**src/rtl/rtc_front_pkg.sv**
```systemverilog
package rtc_front_pkg;

    typedef enum logic [1:0] {
        SRC_SLOW_RC   = 2'b00,
        SRC_SLOW_XTAL = 2'b01,
        SRC_FAST_RC   = 2'b10,
        SRC_FAST_XTAL = 2'b11
    } src_sel_e;

    localparam int NUM_SRC      = 4;
    localparam int SLOW_RC_DIV  = 4;

    typedef struct packed {
        src_sel_e sel;
        logic     run;
        logic     pre_a_on;
        logic     pre_b_on;
    } rtc_cfg_t;

    localparam rtc_cfg_t CFG_RESET = '{
        sel:      SRC_SLOW_RC,
        run:      1'b0,
        pre_a_on: 1'b0,
        pre_b_on: 1'b0
    };

    // True when a new setting alters the division path and prescaler
    // history must be discarded.
    function automatic logic timebase_changed(input rtc_cfg_t old_c,
                                              input rtc_cfg_t new_c);
        return (old_c.sel != new_c.sel) ||
               (old_c.pre_a_on != new_c.pre_a_on) ||
               (old_c.pre_b_on != new_c.pre_b_on);
    endfunction

endpackage

```
**src/rtl/rtc_prescale.sv**
```systemverilog
module rtc_prescale #(
    parameter int N = 512
) (
    input  logic clk,
    input  logic rst_d,
    input  logic clr,
    input  logic en,
    input  logic tick_in,
    output logic tick_out
);
    localparam int W = (N > 1) ? $clog2(N) : 1;

    logic [W-1:0] cnt_q;
    logic         at_end;

    assign at_end   = (cnt_q == W'(N - 1));
    assign tick_out = en ? (tick_in && at_end) : tick_in;

    always_ff @(posedge clk) begin
        if (rst_d || clr || !en) begin
            cnt_q <= '0;
        end else if (tick_in) begin
            cnt_q <= at_end ? '0 : cnt_q + 1'b1;
        end
    end
endmodule

```
**src/rtl/rtc_src_mux.sv**
```systemverilog
module rtc_src_mux
    import rtc_front_pkg::*;
(
    input  src_sel_e           sel,
    input  logic               run,
    input  logic [NUM_SRC-1:0] src_ticks,
    input  logic               slow_div_tick,
    output logic               slow_gated,
    output logic               mux_tick
);
    logic [NUM_SRC-1:0] gated;

    for (genvar i = 0; i < NUM_SRC; i++) begin : g_gate
        assign gated[i] = run && (sel == src_sel_e'(i)) && src_ticks[i];
    end

    assign slow_gated = gated[SRC_SLOW_RC];

    always_comb begin
        if (sel == SRC_SLOW_RC) begin
            mux_tick = slow_div_tick;
        end else begin
            mux_tick = |gated[NUM_SRC-1:1];
        end
    end
endmodule

```
**src/rtl/rtc_counter.sv**
```systemverilog
module rtc_counter #(
    parameter int CNT_W = 32
) (
    input  logic             clk,
    input  logic             rst_d,
    input  logic             inc,
    output logic [CNT_W-1:0] count,
    output logic             rollover
);
    logic [CNT_W-1:0] cnt_q;
    logic             roll_q;

    always_ff @(posedge clk) begin
        if (rst_d) begin
            cnt_q  <= '0;
            roll_q <= 1'b0;
        end else begin
            roll_q <= inc && (cnt_q == '1);
            if (inc) begin
                cnt_q <= cnt_q + 1'b1;
            end
        end
    end

    assign count    = cnt_q;
    assign rollover = roll_q;
endmodule

```
**src/rtl/rtc_tick_front.sv**
```systemverilog
module rtc_tick_front
    import rtc_front_pkg::*;
#(
    parameter int CNT_W = 32,
    parameter int PRE_A = 512,
    parameter int PRE_B = 32
) (
    input  logic             clk,
    input  logic             rst,
    input  logic             rst_swdog,
    input  logic             low_power,
    input  logic             cfg_we,
    input  logic [1:0]       cfg_sel,
    input  logic             cfg_run,
    input  logic             cfg_pre_a_on,
    input  logic             cfg_pre_b_on,
    input  logic             tick_slow_rc,
    input  logic             tick_slow_xtal,
    input  logic             tick_fast_rc,
    input  logic             tick_fast_xtal,
    output logic [CNT_W-1:0] count,
    output logic             rollover,
    output logic             sel_tick
);
    logic               rst_d;
    logic               cfg_fire;
    logic               pre_clr;
    rtc_cfg_t           cfg_q;
    rtc_cfg_t           cfg_new;
    logic [NUM_SRC-1:0] src_ticks;
    logic               slow_gated;
    logic               slow_div_tick;
    logic               mux_tick;
    logic               stage_a_tick;
    logic               stage_b_tick;

    // Watchdog-flagged resets leave the block untouched.
    assign rst_d    = rst && !rst_swdog;
    assign cfg_fire = cfg_we && !low_power;

    assign cfg_new = '{
        sel:      src_sel_e'(cfg_sel),
        run:      cfg_run,
        pre_a_on: cfg_pre_a_on,
        pre_b_on: cfg_pre_b_on
    };

    always_ff @(posedge clk) begin
        if (rst_d) begin
            cfg_q <= CFG_RESET;
        end else if (cfg_fire) begin
            cfg_q <= cfg_new;
        end
    end

    assign pre_clr = (cfg_fire && timebase_changed(cfg_q, cfg_new)) || !cfg_q.run;

    assign src_ticks = {tick_fast_xtal, tick_fast_rc, tick_slow_xtal, tick_slow_rc};

    rtc_src_mux u_mux (
        .sel           (cfg_q.sel),
        .run           (cfg_q.run),
        .src_ticks     (src_ticks),
        .slow_div_tick (slow_div_tick),
        .slow_gated    (slow_gated),
        .mux_tick      (mux_tick)
    );

    rtc_prescale #(.N(SLOW_RC_DIV)) u_slow_div (
        .clk      (clk),
        .rst_d    (rst_d),
        .clr      (pre_clr),
        .en       (1'b1),
        .tick_in  (slow_gated),
        .tick_out (slow_div_tick)
    );

    rtc_prescale #(.N(PRE_A)) u_pre_a (
        .clk      (clk),
        .rst_d    (rst_d),
        .clr      (pre_clr),
        .en       (cfg_q.pre_a_on),
        .tick_in  (mux_tick),
        .tick_out (stage_a_tick)
    );

    rtc_prescale #(.N(PRE_B)) u_pre_b (
        .clk      (clk),
        .rst_d    (rst_d),
        .clr      (pre_clr),
        .en       (cfg_q.pre_b_on),
        .tick_in  (stage_a_tick),
        .tick_out (stage_b_tick)
    );

    assign sel_tick = stage_b_tick;

    rtc_counter #(.CNT_W(CNT_W)) u_cnt (
        .clk      (clk),
        .rst_d    (rst_d),
        .inc      (stage_b_tick),
        .count    (count),
        .rollover (rollover)
    );
endmodule

```
**config.mk**
```make
export PLATFORM = sky130hd
export DESIGN_NAME = rtc_tick_front
export DESIGN_NICKNAME = d
export VERILOG_FILES = /design/src/rtl/rtc_front_pkg.sv /design/src/rtl/rtc_prescale.sv /design/src/rtl/rtc_src_mux.sv /design/src/rtl/rtc_counter.sv /design/src/rtl/rtc_tick_front.sv
export SDC_FILE = /design/constraint.sdc
export NUM_CORES = 1
export LEC_CHECK = 0
export ABC_AREA = 1
export ABC_CLOCK_PERIOD_IN_PS = 3600
export BUFFER_PORTS_ARGS = -buffer_cell sky130_fd_sc_hd__buf_2
export CAP_MARGIN = 40
export CORE_ASPECT_RATIO = 1.5
export CORE_MARGIN = 10
export CORE_UTILIZATION = 39
export CTS_CLUSTER_DIAMETER = 100
export DETAILED_ROUTE_END_ITERATION = 8
export PLACE_DENSITY = 0.65
export SETUP_SLACK_MARGIN = 0.3
export SLEW_MARGIN = 40
export SYNTH_ARGS = -nofsm -noshare
export SYNTH_HDL_FRONTEND = slang
export SYNTH_SLANG_ARGS = --single-unit
export TNS_END_PERCENT = 20
```
**constraint.sdc**
```tcl
create_clock -name clk -period 3.6 [get_ports clk]
set_input_delay 0.18 -clock clk [delete_from_list [all_inputs] [get_ports clk]]
set_output_delay 0.18 -clock clk [all_outputs]
set_load 0.05 [all_outputs]
```
==> metrics.txt, run 1 <==
critical path data required time=3.42 ns; Syn Area/Cell=6.156 sq um; setup slack after layout=0.9082 ns; Synth async-reset ratio=0; Slew Limit Fails=0; endpoint of the worst register-to-register path=u_cnt.rollover; crit-path cells=ha_1 -> nand4_1 -> nor3_1 -> ha_1 -> inv_1 -> nand2_1 -> nand3_4 -> clkinv_4 -> buf_2; max_cap viols=0; fmax=371.5 MHz; synth cell count leaders=nand2_1 (206), nor2_1 (70), dfxtp_1 (54); CP max stage delay=0.41 ns; RSZ-0062 raised after global routing=false; FF/Latch Area=1081 sq um; Critical Path Stages=9; Ant. Diodes=0; Initial Util=0.4019; CTS Buffer Depth=2; YS warnings=0; initial antenna violation count=0; area of the multi-input gates=1932 sq um; Residual DRC=0; Tot GR Track Use=0.1476; clk_skew=0.007291 ns; status=finished, final reports clean; post-route ant nets=0; Resized Gates After CTS=0; clk_lat worst skew=0.30 ns; die extent in x=94.40 um; IO buf count=47; Layout area overhead=14.99%; fraction of layout cells with a size suffix above 1=0.1289; Final #Nets=593; CTS Sinks=54; CTS tree=done; post-synth top area share=0.3338; FF-to-FF Start=u_pre_a.cnt_q[0]; HP Class=in -> reg; Die Y=131.6 um; Vias=3323; R2R depth=9; Worst-Margin Slew=0.7553 ns; hold_buf cts=0; H-tree depth=2; Critical Path Slowest Stage Cell=dfxtp_1; vias in the first global route=3178; Finish-stage setup viols=0; first-pass GRT wire length=15320 um; crit end category=primary output; Synth Instances=526; Slew HR=0.4959; CORE AREA=8058 sq um; Top delay family on crit path=simple AND/OR/NAND/NOR gates; pwr/cell area=325.2 nW/um^2; Mapped Area=3238 sq um; CP Buf/Inv Count=3; Post-synth top flop=dfxtp_1; Ports=48; full die area=12420 sq um; Setup CP Type=reg -> out; row count=40; Setup Buffers After CTS=0; DP HPWL=6819 um; TritonCTS buffer count=5; post-DR wirelength/cell=13.11 um; Fin. Hold Viols=0; post-synthesis sequential area ratio=0.3338; DR iter-0 viols=215; clock period minus worst slack=2.692 ns; pin count of the biggest net entering global routing=34; Crit. Startpoint=u_pre_a.cnt_q[0]; reg2reg setup slack=1.30 ns; top cells by area, synth=dfxtp_1 (33%), nand2_1 (24%), nor2_1 (8.1%), a21oi_1 (7.9%), inv_1 (4.5%); synth unique cells=26; gpl congestion=0.9148; Filler Cells Inserted=878; critical path endpoint=sel_tick; Syn Nets=546; Yosys reg bits=54; Setup crit start kind=flop; Root Buffer=clkbuf_16; Initial DRT Pass Iterations=5; post-synth top area cell=dfxtp_1; fin crit share=0.7477; Worst EP arrival=2.51 ns; CP Max Fanout=28; Post-synth EDFFs=0; top-count cell post-synth=nand2_1; register clock-pin slew on the reported worst setup and hold paths=0.07 ns; crit-path most repeated cell=ha_1; wire length reported by the detailed router=8904 um; Peak supply drop=0.0001967 V; P_leak=1.429 nW; pre-CTS WS=1.269 ns; vias per inst=4.894; Final TNS setup=0 ns; gr ovfl total=0
## layout by cell type (no fill, tap or decap)
cell type / count
inv_6: 1
buf_4: 2
dfxtp_1: 54
nor2_2: 4
buf_2: 47
clkinv_4: 1
nand2_1: 206
o21ai_0: 6
inv_1: 39
inv_2: 4
nor2_4: 1
a21oi_1: 51
nand2_4: 1
clkbuf_8: 1
or2_2: 1
nand2_2: 3
nor3_1: 5
clkinv_1: 1
clkinvlp_4: 1
nor4_2: 1
nor2_1: 69
xor2_1: 15
nand3_1: 29
ha_1: 6
nand3_4: 1
nand4_1: 12
clkbuf_16: 5
xnor2_1: 6
nand3b_1: 1
## cell families (layout without fill, tap and decap cells)
group / Yosys count / count (layout) / synth area share
fa+ha+maj: 6 / 6 / 0.02318
buf+inv: 54 / 102 / 0.07032
compound gates: 57 / 57 / 0.08810
flops: 54 / 54 / 0.3338
xor+xnor: 21 / 21 / 0.05680
simple gates: 334 / 334 / 0.4277
## worst min path at each step
stage                       from       end  cells after the start
floorplan           cfg_pre_b_on  cfg_q[0]                      2
global placement    cfg_pre_a_on  cfg_q[1]                      3
detailed placement  cfg_pre_a_on  cfg_q[1]                      3
CTS                   cfg_sel[0]  cfg_q[3]                      3
global route          cfg_sel[0]  cfg_q[3]                      3
finish                cfg_sel[0]  cfg_q[3]                      3
## per-stage QoR
stage | hold WS (ns) | util | area, sq um | cells | total power, mW
final | 0.1381 | 0.4621 | 3724 | 679 | 1.211
after global routing | 0.1598 | 0.4621 | 3724 | 679 | 1.261
after CTS | 0.1341 | 0.4621 | 3724 | 679 | 1.225
after detailed placement | 0.4422 | 0.4429 | 3568 | 671 | 0.7137
after global placement | 0.4356 | 0.4429 | 3568 | 671 | 0.7120
after floorplan | 0.3149 | - | 3238 | 526 | 0.6883
## state kept, by name, indices dropped and copies added, names as in the netlist
signal	count
u_pre_b.cnt_q	5
u_slow_div.cnt_q	2
cfg_q	5
u_cnt.rollover	1
u_cnt.count	32
u_pre_a.cnt_q	9
## metal layers
layer	track usage	up-vias	part of all wire
met3	0.03022	14	0.044
met2	0.2424	60	0.48
li1	-	1765	-
met5	0	-	0
met1	0.1848	1484	0.45
met4	0.04661	0	0.018
## cell type report
| type | instances | share of cell area |
|---|---|---|
| inverter | 45 | 0.04671 |
| clock inverter | 2 | 0.004368 |
| multi-input combinational | 418 | 0.5188 |
| clock buffer | 6 | 0.03730 |
| tap | 105 | 0.03528 |
| sequential | 54 | 0.2903 |
| timing repair buffer | 49 | 0.06720 |
## report_power, final
part,switching [mW],leakage [nW],internal (mW)
logic,0.0572,0.919,0.0247
registers,0.0124,0.436,0.605
clock network,0.231,0.0735,0.280
total,0.301,1.43,0.910
## worst min-delay path: stages
cell    delay, ns
buf_2        0.10
nor2_1       0.04
nor2_1       0.08
Note: power is estimated with default switching activity, not from simulation.
==> run 2, diff against run 1 <==
--- a/config.mk
+++ b/config.mk
@@ -5,8 +5,8 @@
 export SDC_FILE = /design/constraint.sdc
 export NUM_CORES = 1
 export LEC_CHECK = 0
-export ABC_AREA = 1
-export ABC_CLOCK_PERIOD_IN_PS = 3600
+export ABC_AREA = 0
+export ABC_CLOCK_PERIOD_IN_PS = 2260
 export BUFFER_PORTS_ARGS = -buffer_cell sky130_fd_sc_hd__buf_2
 export CAP_MARGIN = 40
 export CORE_ASPECT_RATIO = 1.5
@@ -14,7 +14,7 @@
 export CORE_UTILIZATION = 39
 export CTS_CLUSTER_DIAMETER = 100
 export DETAILED_ROUTE_END_ITERATION = 8
-export PLACE_DENSITY = 0.65
+export PLACE_DENSITY = 0.68
 export SETUP_SLACK_MARGIN = 0.3
 export SLEW_MARGIN = 40
 export SYNTH_ARGS = -nofsm -noshare
==> constraint.sdc (replaced) <==
create_clock -name clk -period 2.26 [get_ports clk]
set_input_delay 0.113 -clock clk [delete_from_list [all_inputs] [get_ports clk]]
set_output_delay 0.113 -clock clk [all_outputs]
set_load 0.05 [all_outputs]
==> run 2 against run 1 <==
  * The flow now finishes with violations (negative setup slack)
  * Sequential power up 58%
  * Area after synthesis down 18%
  * Clock skew up 0.012 ns
  * Final cell count down 29%
  * Non-clock buffer count up 38
  * Core utilization up 8.3 points
  * Setup slack worse by 1.2 ns
  * Wire length down 20%
  * Global-route usage down 1.5 points
  * Via count down 20%
  * Worst hold slack worse by 0.11 ns
  * Critical endpoint is now u_cnt.count[30]
  * Largest cell class unchanged
==> metrics.txt, run 2 <==
failing checks=negative setup slack; TritonCTS buffer count=5 (unchanged); Syn Area/Cell=8.200 sq um (+33%); Post-synth top flop=dfxtp_1; pwr/cell area=532.1 nW/um^2 (+64%); Peak supply drop=0.0003232 V (+64%); post-synth top area cell=dfxtp_1; fraction of layout cells with a size suffix above 1=0.3128 (+0.1839); wire length reported by the detailed router=7156 um (-20%); Synth async-reset ratio=0 (unchanged); fin crit share=1.138; max_cap viols=0 (unchanged); crit end category=flop; max reg flops=32 (unchanged); Synth Instances=325 (-38%); Ports=48 (unchanged); clk_lat worst skew=0.32 ns (+0.02 ns); Crit. Startpoint=u_pre_a.cnt_q[1]; critical path endpoint=u_cnt.count[30]; area of the multi-input gates=1702 sq um (-12%); Worst-Margin Slew=0.6927 ns (-0.06261 ns); endpoint of the worst register-to-register path=u_cnt.count[30]; vias per inst=5.512 (+13%); Root Buffer=clkbuf_8; full die area=10610 sq um (-15%); DR iter-0 viols=126 (-41%); reg2reg setup slack=-0.31 ns (-1.61 ns); row count=36 (-10%); CTS Sinks=54 (unchanged); Setup crit start kind=flop; Initial Util=0.4053 (+0.003388); Mapped Area=2665 sq um (-18%); setup slack after layout=-0.3130 ns (-1.221 ns); Hold Slack=0.02427 ns (-0.1138 ns); final non-filler cell total=482 (-29%); Die Y=121.2 um (-7.9%); post-DR wirelength/cell=14.85 um (+13%); Total Power=1.908 mW (+58%); Finish-stage setup viols=16 (+16); Slew Limit Fails=0 (unchanged); Final #Nets=425 (-28%); Layout area overhead=34.55%; HP Class=in -> reg; Post-synth EDFFs=0 (unchanged); Initial DRT Pass Iterations=4 (-1); synth unique cells=36 (+38%); first-pass GRT wire length=11980 um (-22%); critical path data required time=2.52 ns (-0.90 ns); RSZ-0062 raised after global routing=true; Residual DRC=0 (unchanged); most common cell after layout, fill and taps aside=dfxtp_1; register clock-pin slew on the reported worst setup and hold paths=0.11 ns (+0.04 ns); fmax=388.7 MHz; Ant. Diodes=0 (unchanged); CP Max Fanout=5 (-82%); CTS tree=done; top-count cell post-synth=dfxtp_1; Slew HR=0.5317 (+0.03578); Worst EP arrival=2.83 ns (+0.32 ns); YS warnings=0 (unchanged); die extent in x=87.50 um (-7.3%); clock period minus worst slack=2.573 ns; Final TNS setup=-3.203 ns (-3.203 ns); CORE AREA=6576 sq um (-18%); most frequent cells in the layout=dfxtp_1 (52), buf_2 (46), nor2_1 (38); synth cell count leaders=dfxtp_1 (54), nor2_1 (39), a21oi_1 (29); CTS Buffer Depth=2 (unchanged); gpl congestion=0.8037 (-12%); Tot GR Track Use=0.1330 (-0.01460); pin count of the biggest net entering global routing=38 (+12%); Filler Cells Inserted=620 (-29%); FF-to-FF Start=u_pre_a.cnt_q[1]; Vias=2657 (-20%); FF/Latch Area=1084 sq um (+0.23%); Fin. Hold Viols=0 (unchanged); P_leak=1.414 nW (-1.1%); Post-Place Cells=470 (-30%); clk_skew=0.01918 ns (+0.01189 ns); DP HPWL=5165 um (-24%); IO buf count=47 (unchanged); Setup CP Type=reg -> reg; top cells by area, synth=dfxtp_1 (41%), nor2_1 (5.5%), a21oi_1 (5.4%), xnor2_1 (4.6%), or3_1 (3.8%); R2R depth=11 (+2); H-tree depth=2 (unchanged); initial antenna violation count=0 (unchanged); vias in the first global route=2669 (-16%); post-synth top area share=0.4056 (+0.07179); Syn Nets=345 (-37%); hold_buf cts=0 (unchanged); gr ovfl total=0 (unchanged); post-route ant nets=0 (unchanged); status=complete, but fails checks; Yosys reg bits=54 (unchanged); post-synthesis sequential area ratio=0.4056 (+0.07179)
## run 2: kinds of logic after synthesis
kind of cell               count (synthesis)  share of synthesized area
and+or+nand+nor                          161                     0.3207
adders and majority gates                  6                    0.02817
DFF                                       54                     0.4056
xor gates and xnor gates                  21                    0.06902
AOI/OAI and AO/OA                         57                     0.1183
buffers and inverters                     17                    0.02441
muxes                                      9                    0.03380
## run 2: metal layers
layer	global-route usage	vias up	wire length, um
li1	-	1330	-
met1	0.1527	1261	3009
met5	0	-	0
met3	0.03159	7	368
met4	0.03900	0	70
met2	0.2340	59	3708
## run 2: final cells by class
| type | instances | share of cell area |
|---|---|---|
| clock buffers | 5 | 0.01919 |
| clock inverters | 3 | 0.01919 |
| inverters | 3 | 0.003140 |
| multi-input cells | 254 | 0.4745 |
| flip-flops and latches | 54 | 0.3022 |
| well taps | 76 | 0.02652 |
| repair buffers | 87 | 0.1553 |
## run 2: power breakdown
group	total [mW]	switching, mW	internal, mW
Sequential	0.979	0.0159	0.963
Clock	0.778	0.333	0.444
Combinational	0.152	0.0943	0.0572
## run 2: worst min-delay path by stage
| stage | start | endpoint | slack [ns] | cells after the start |
|---|---|---|---|---|
| final | cfg_run | cfg_q[2] | 0.02 | 3 |
| after global routing | cfg_run | cfg_q[2] | 0.04 | 3 |
| after CTS | cfg_run | cfg_q[2] | 0.02 | 3 |
| after detailed placement | cfg_run | cfg_q[2] | 0.34 | 3 |
| after global placement | cfg_run | cfg_q[2] | 0.35 | 3 |
| after floorplan | cfg_run | cfg_q[2] | 0.25 | 2 |
## run 2: metrics by stage
step	utilization	cell area (sq um)	setup slack (ns)
floorplan	-	2736	-0.3295
global placement	0.4983	3277	-0.3056
detailed placement	0.4983	3277	-0.3652
CTS	0.5306	3490	-0.3155
global route	0.5453	3586	-0.3943
finish	0.5453	3586	-0.3130
## run 2: critical path, stage by stage, from the launching register on
cell and delay, ns:
dfxtp_2 0.36, ha_4 0.13, and3_4 0.19, and3_4 0.19, and3_4 0.20, ha_4 0.13
nand2b_4 0.13, nand4_4 0.10, buf_6 0.14, or4_4 0.44, or4_1 0.41, a21oi_1 0.13
## run 2: what timing repair did
item / CTS / global route
gates cloned: 0 / 0
setup buffers: 2 / 2
gates resized for setup: 14 / 16
setup endpoints to repair: 40 / 46
pin swaps: 8 / 1
==> run 3, diff against run 2 <==
--- a/config.mk
+++ b/config.mk
@@ -11,10 +11,10 @@
 export CAP_MARGIN = 40
 export CORE_ASPECT_RATIO = 1.5
 export CORE_MARGIN = 10
-export CORE_UTILIZATION = 39
+export CORE_UTILIZATION = 50
 export CTS_CLUSTER_DIAMETER = 100
 export DETAILED_ROUTE_END_ITERATION = 8
-export PLACE_DENSITY = 0.68
+export PLACE_DENSITY = 0.83
 export SETUP_SLACK_MARGIN = 0.3
 export SLEW_MARGIN = 40
 export SYNTH_ARGS = -nofsm -noshare
==> run 3 against run 2 <==
  * The run still ends with negative setup slack left
  * Register-to-register slack lost 0.02 ns
  * Largest power group unchanged
  * Wire length grew 9.9%
  * Via count rose by 4.0%
  * Highest routed layer unchanged
==> metrics.txt, run 3 (synthesis results as in run 2) <==
crit-path most repeated cell=and3_4; reg2reg setup slack=-0.33 ns (-0.02 ns); CTS tree=done; initial antenna violation count=0 (unchanged); vias in the first global route=2801 (+4.9%); fraction of layout cells with a size suffix above 1=0.3441 (+0.03125); clk_skew=0.01035 ns (-0.008829 ns); clock period minus worst slack=2.592 ns (+0.01948 ns); Worst EP arrival=2.84 ns (about the same); die extent in x=79.61 um (-9.0%); Critical Path Slowest Stage Cell=or4_4; wire length reported by the detailed router=7866 um (+9.9%); Area after DPL=3244 sq um (-0.99%); hold_buf cts=0 (unchanged); clk_lat worst skew=0.31 ns (about the same); met3 wire len=465 um (+26%); most frequent cells in the layout=dfxtp_1 (49), buf_2 (46), nor2_1 (37); first-pass GRT wire length=12410 um (+3.6%); Total Power=1.670 mW (-12%); pre-CTS WS=-0.3616 ns (+0.003604 ns); status=complete, but fails checks; Final #Nets=424 (-0.24%); pwr/cell area=455.9 nW/um^2 (-14%); P_leak=1.488 nW (+5.3%); Die Y=109.4 um (-9.8%); failing checks=negative setup slack; most common cell after layout, fill and taps aside=dfxtp_1; gr ovfl total=0 (unchanged); CP Buf/Inv Count=1 (unchanged); gpl congestion=0.8233 (+2.4%); CTS Buffer Depth=2 (unchanged); critical path data required time=2.51 ns (about the same); Setup CP Type=reg -> reg; Ports=48 (unchanged); FF-to-FF Start=u_pre_a.cnt_q[1]; fin crit share=1.147 (+0.008620); CTS Sinks=54 (unchanged); fmax=385.7 MHz (-0.75%); register clock-pin slew on the reported worst setup and hold paths=0.10 ns (about the same); pin count of the biggest net entering global routing=38 (unchanged); post-DR wirelength/cell=16.67 um (+12%); Peak supply drop=0.0003038 V (-6.0%); Residual DRC=0 (unchanged); CORE AREA=5165 sq um (-21%); row count=32 (-11%); final instance area=3662 sq um (+2.1%); TritonCTS buffer count=5 (unchanged); Root Buffer=clkbuf_8; Tot GR Track Use=0.1698 (+0.03686); Fin. Hold Viols=0 (unchanged); max_cap viols=0 (unchanged); Vias=2764 (+4.0%); crit-path cells=ha_4 -> and3_4 -> and3_4 -> and3_4 -> ha_4 -> nand2b_4 -> nand4_4 -> buf_6 -> or4_4 -> or3_1 -> a21oi_1; Slew HR=0.5708 (+0.03907); post-route ant nets=0 (unchanged); DR iter-0 viols=263 (+110%); vias per inst=5.856 (+6.2%); crit end category=flop; Setup crit start kind=flop; Worst Hold Launch=cfg_run; Worst-Margin Slew=0.6438 ns (-0.04885 ns); Layout area overhead=37.42%; IO buf count=47 (unchanged); Final TNS setup=-3.331 ns (-0.1287 ns); max reg flops=32 (unchanged); Initial DRT Pass Iterations=4 (unchanged); WL met1=3012 um (about the same); RSZ-0062 raised after global routing=true; DP HPWL=4965 um (-3.9%); Ant. Diodes=0 (unchanged); Slew Limit Fails=0 (unchanged); CP Max Fanout=7 (+2); R2R depth=11 (unchanged); setup slack after layout=-0.3324 ns (-0.01948 ns); CP max stage delay=0.55 ns (+0.11 ns); Top delay family on crit path=simple AND/OR/NAND/NOR gates; Finish-stage setup viols=16 (unchanged); full die area=8711 sq um (-18%); H-tree depth=2 (unchanged); Hold Path Sink=cfg_q[2]; Initial Util=0.5160 (+0.1107); Hold Slack=0.03319 ns (+0.008921 ns); endpoint of the worst register-to-register path=u_cnt.count[26]; HP Class=in -> reg; Max Used Layer=met4; DR WL met2=4189 um (+13%); Hold Path Cell Cnt=3 (unchanged)
-- run 3: metal layers --
layer	track usage	up-vias
met5	0	-
met4	0.07455	0
met3	0.04003	15
met2	0.3074	94
met1	0.1818	1328
li1	-	1327
-- run 3: worst min-delay path, delay by kind of cell --
kind / cells / cell delay, ns
buf+inv: 1 / 0.08
simple gates: 1 / 0.07
compound gates: 1 / 0.05
-- run 3: timing repair --
| item | in CTS | in global routing |
|---|---|---|
| setup buffers | 3 | 3 |
| pin swaps | 17 | 20 |
| setup endpoints to repair | 40 | 45 |
| gates resized for setup | 38 | 23 |
-- run 3: worst max path at each step --
stage | startpoint | endpoint | slack [ns] | cells past startpoint
finish | u_pre_a.cnt_q[1] | u_cnt.count[26] | -0.33 | 11
global route | u_pre_a.cnt_q[1] | u_cnt.count[30] | -0.42 | 11
CTS | u_pre_a.cnt_q[1] | u_cnt.count[30] | -0.29 | 11
detailed placement | u_pre_a.cnt_q[1] | u_cnt.count[25] | -0.36 | 10
global placement | u_pre_a.cnt_q[1] | u_cnt.count[25] | -0.30 | 10
floorplan | u_pre_a.cnt_q[1] | u_cnt.count[25] | -0.33 | 11
-- run 3: per-stage QoR --
| step | util | instances |
|---|---|---|
| after floorplan | - | 325 |
| after global placement | 0.6281 | 459 |
| after detailed placement | 0.6281 | 459 |
| after CTS | 0.6824 | 469 |
| after global routing | 0.7091 | 472 |
| final | 0.7091 | 472 |
-- run 3: where the power goes --
part	internal (mW)	leakage, nW	switching, mW
Sequential	0.963	0.438	0.0151
Clock	0.214	0.0383	0.304
Combinational	0.0644	1.01	0.109
-- run 3: layout make-up --
class | instances | area, sq um
well taps | 68 | 85.08
clock buffers | 7 | 76.32
inverters | 3 | 11.26
repair buffers | 86 | 561.8
fillers | 366 | 1503
flip-flops and latches | 54 | 1087
multi-input cells | 254 | 1841
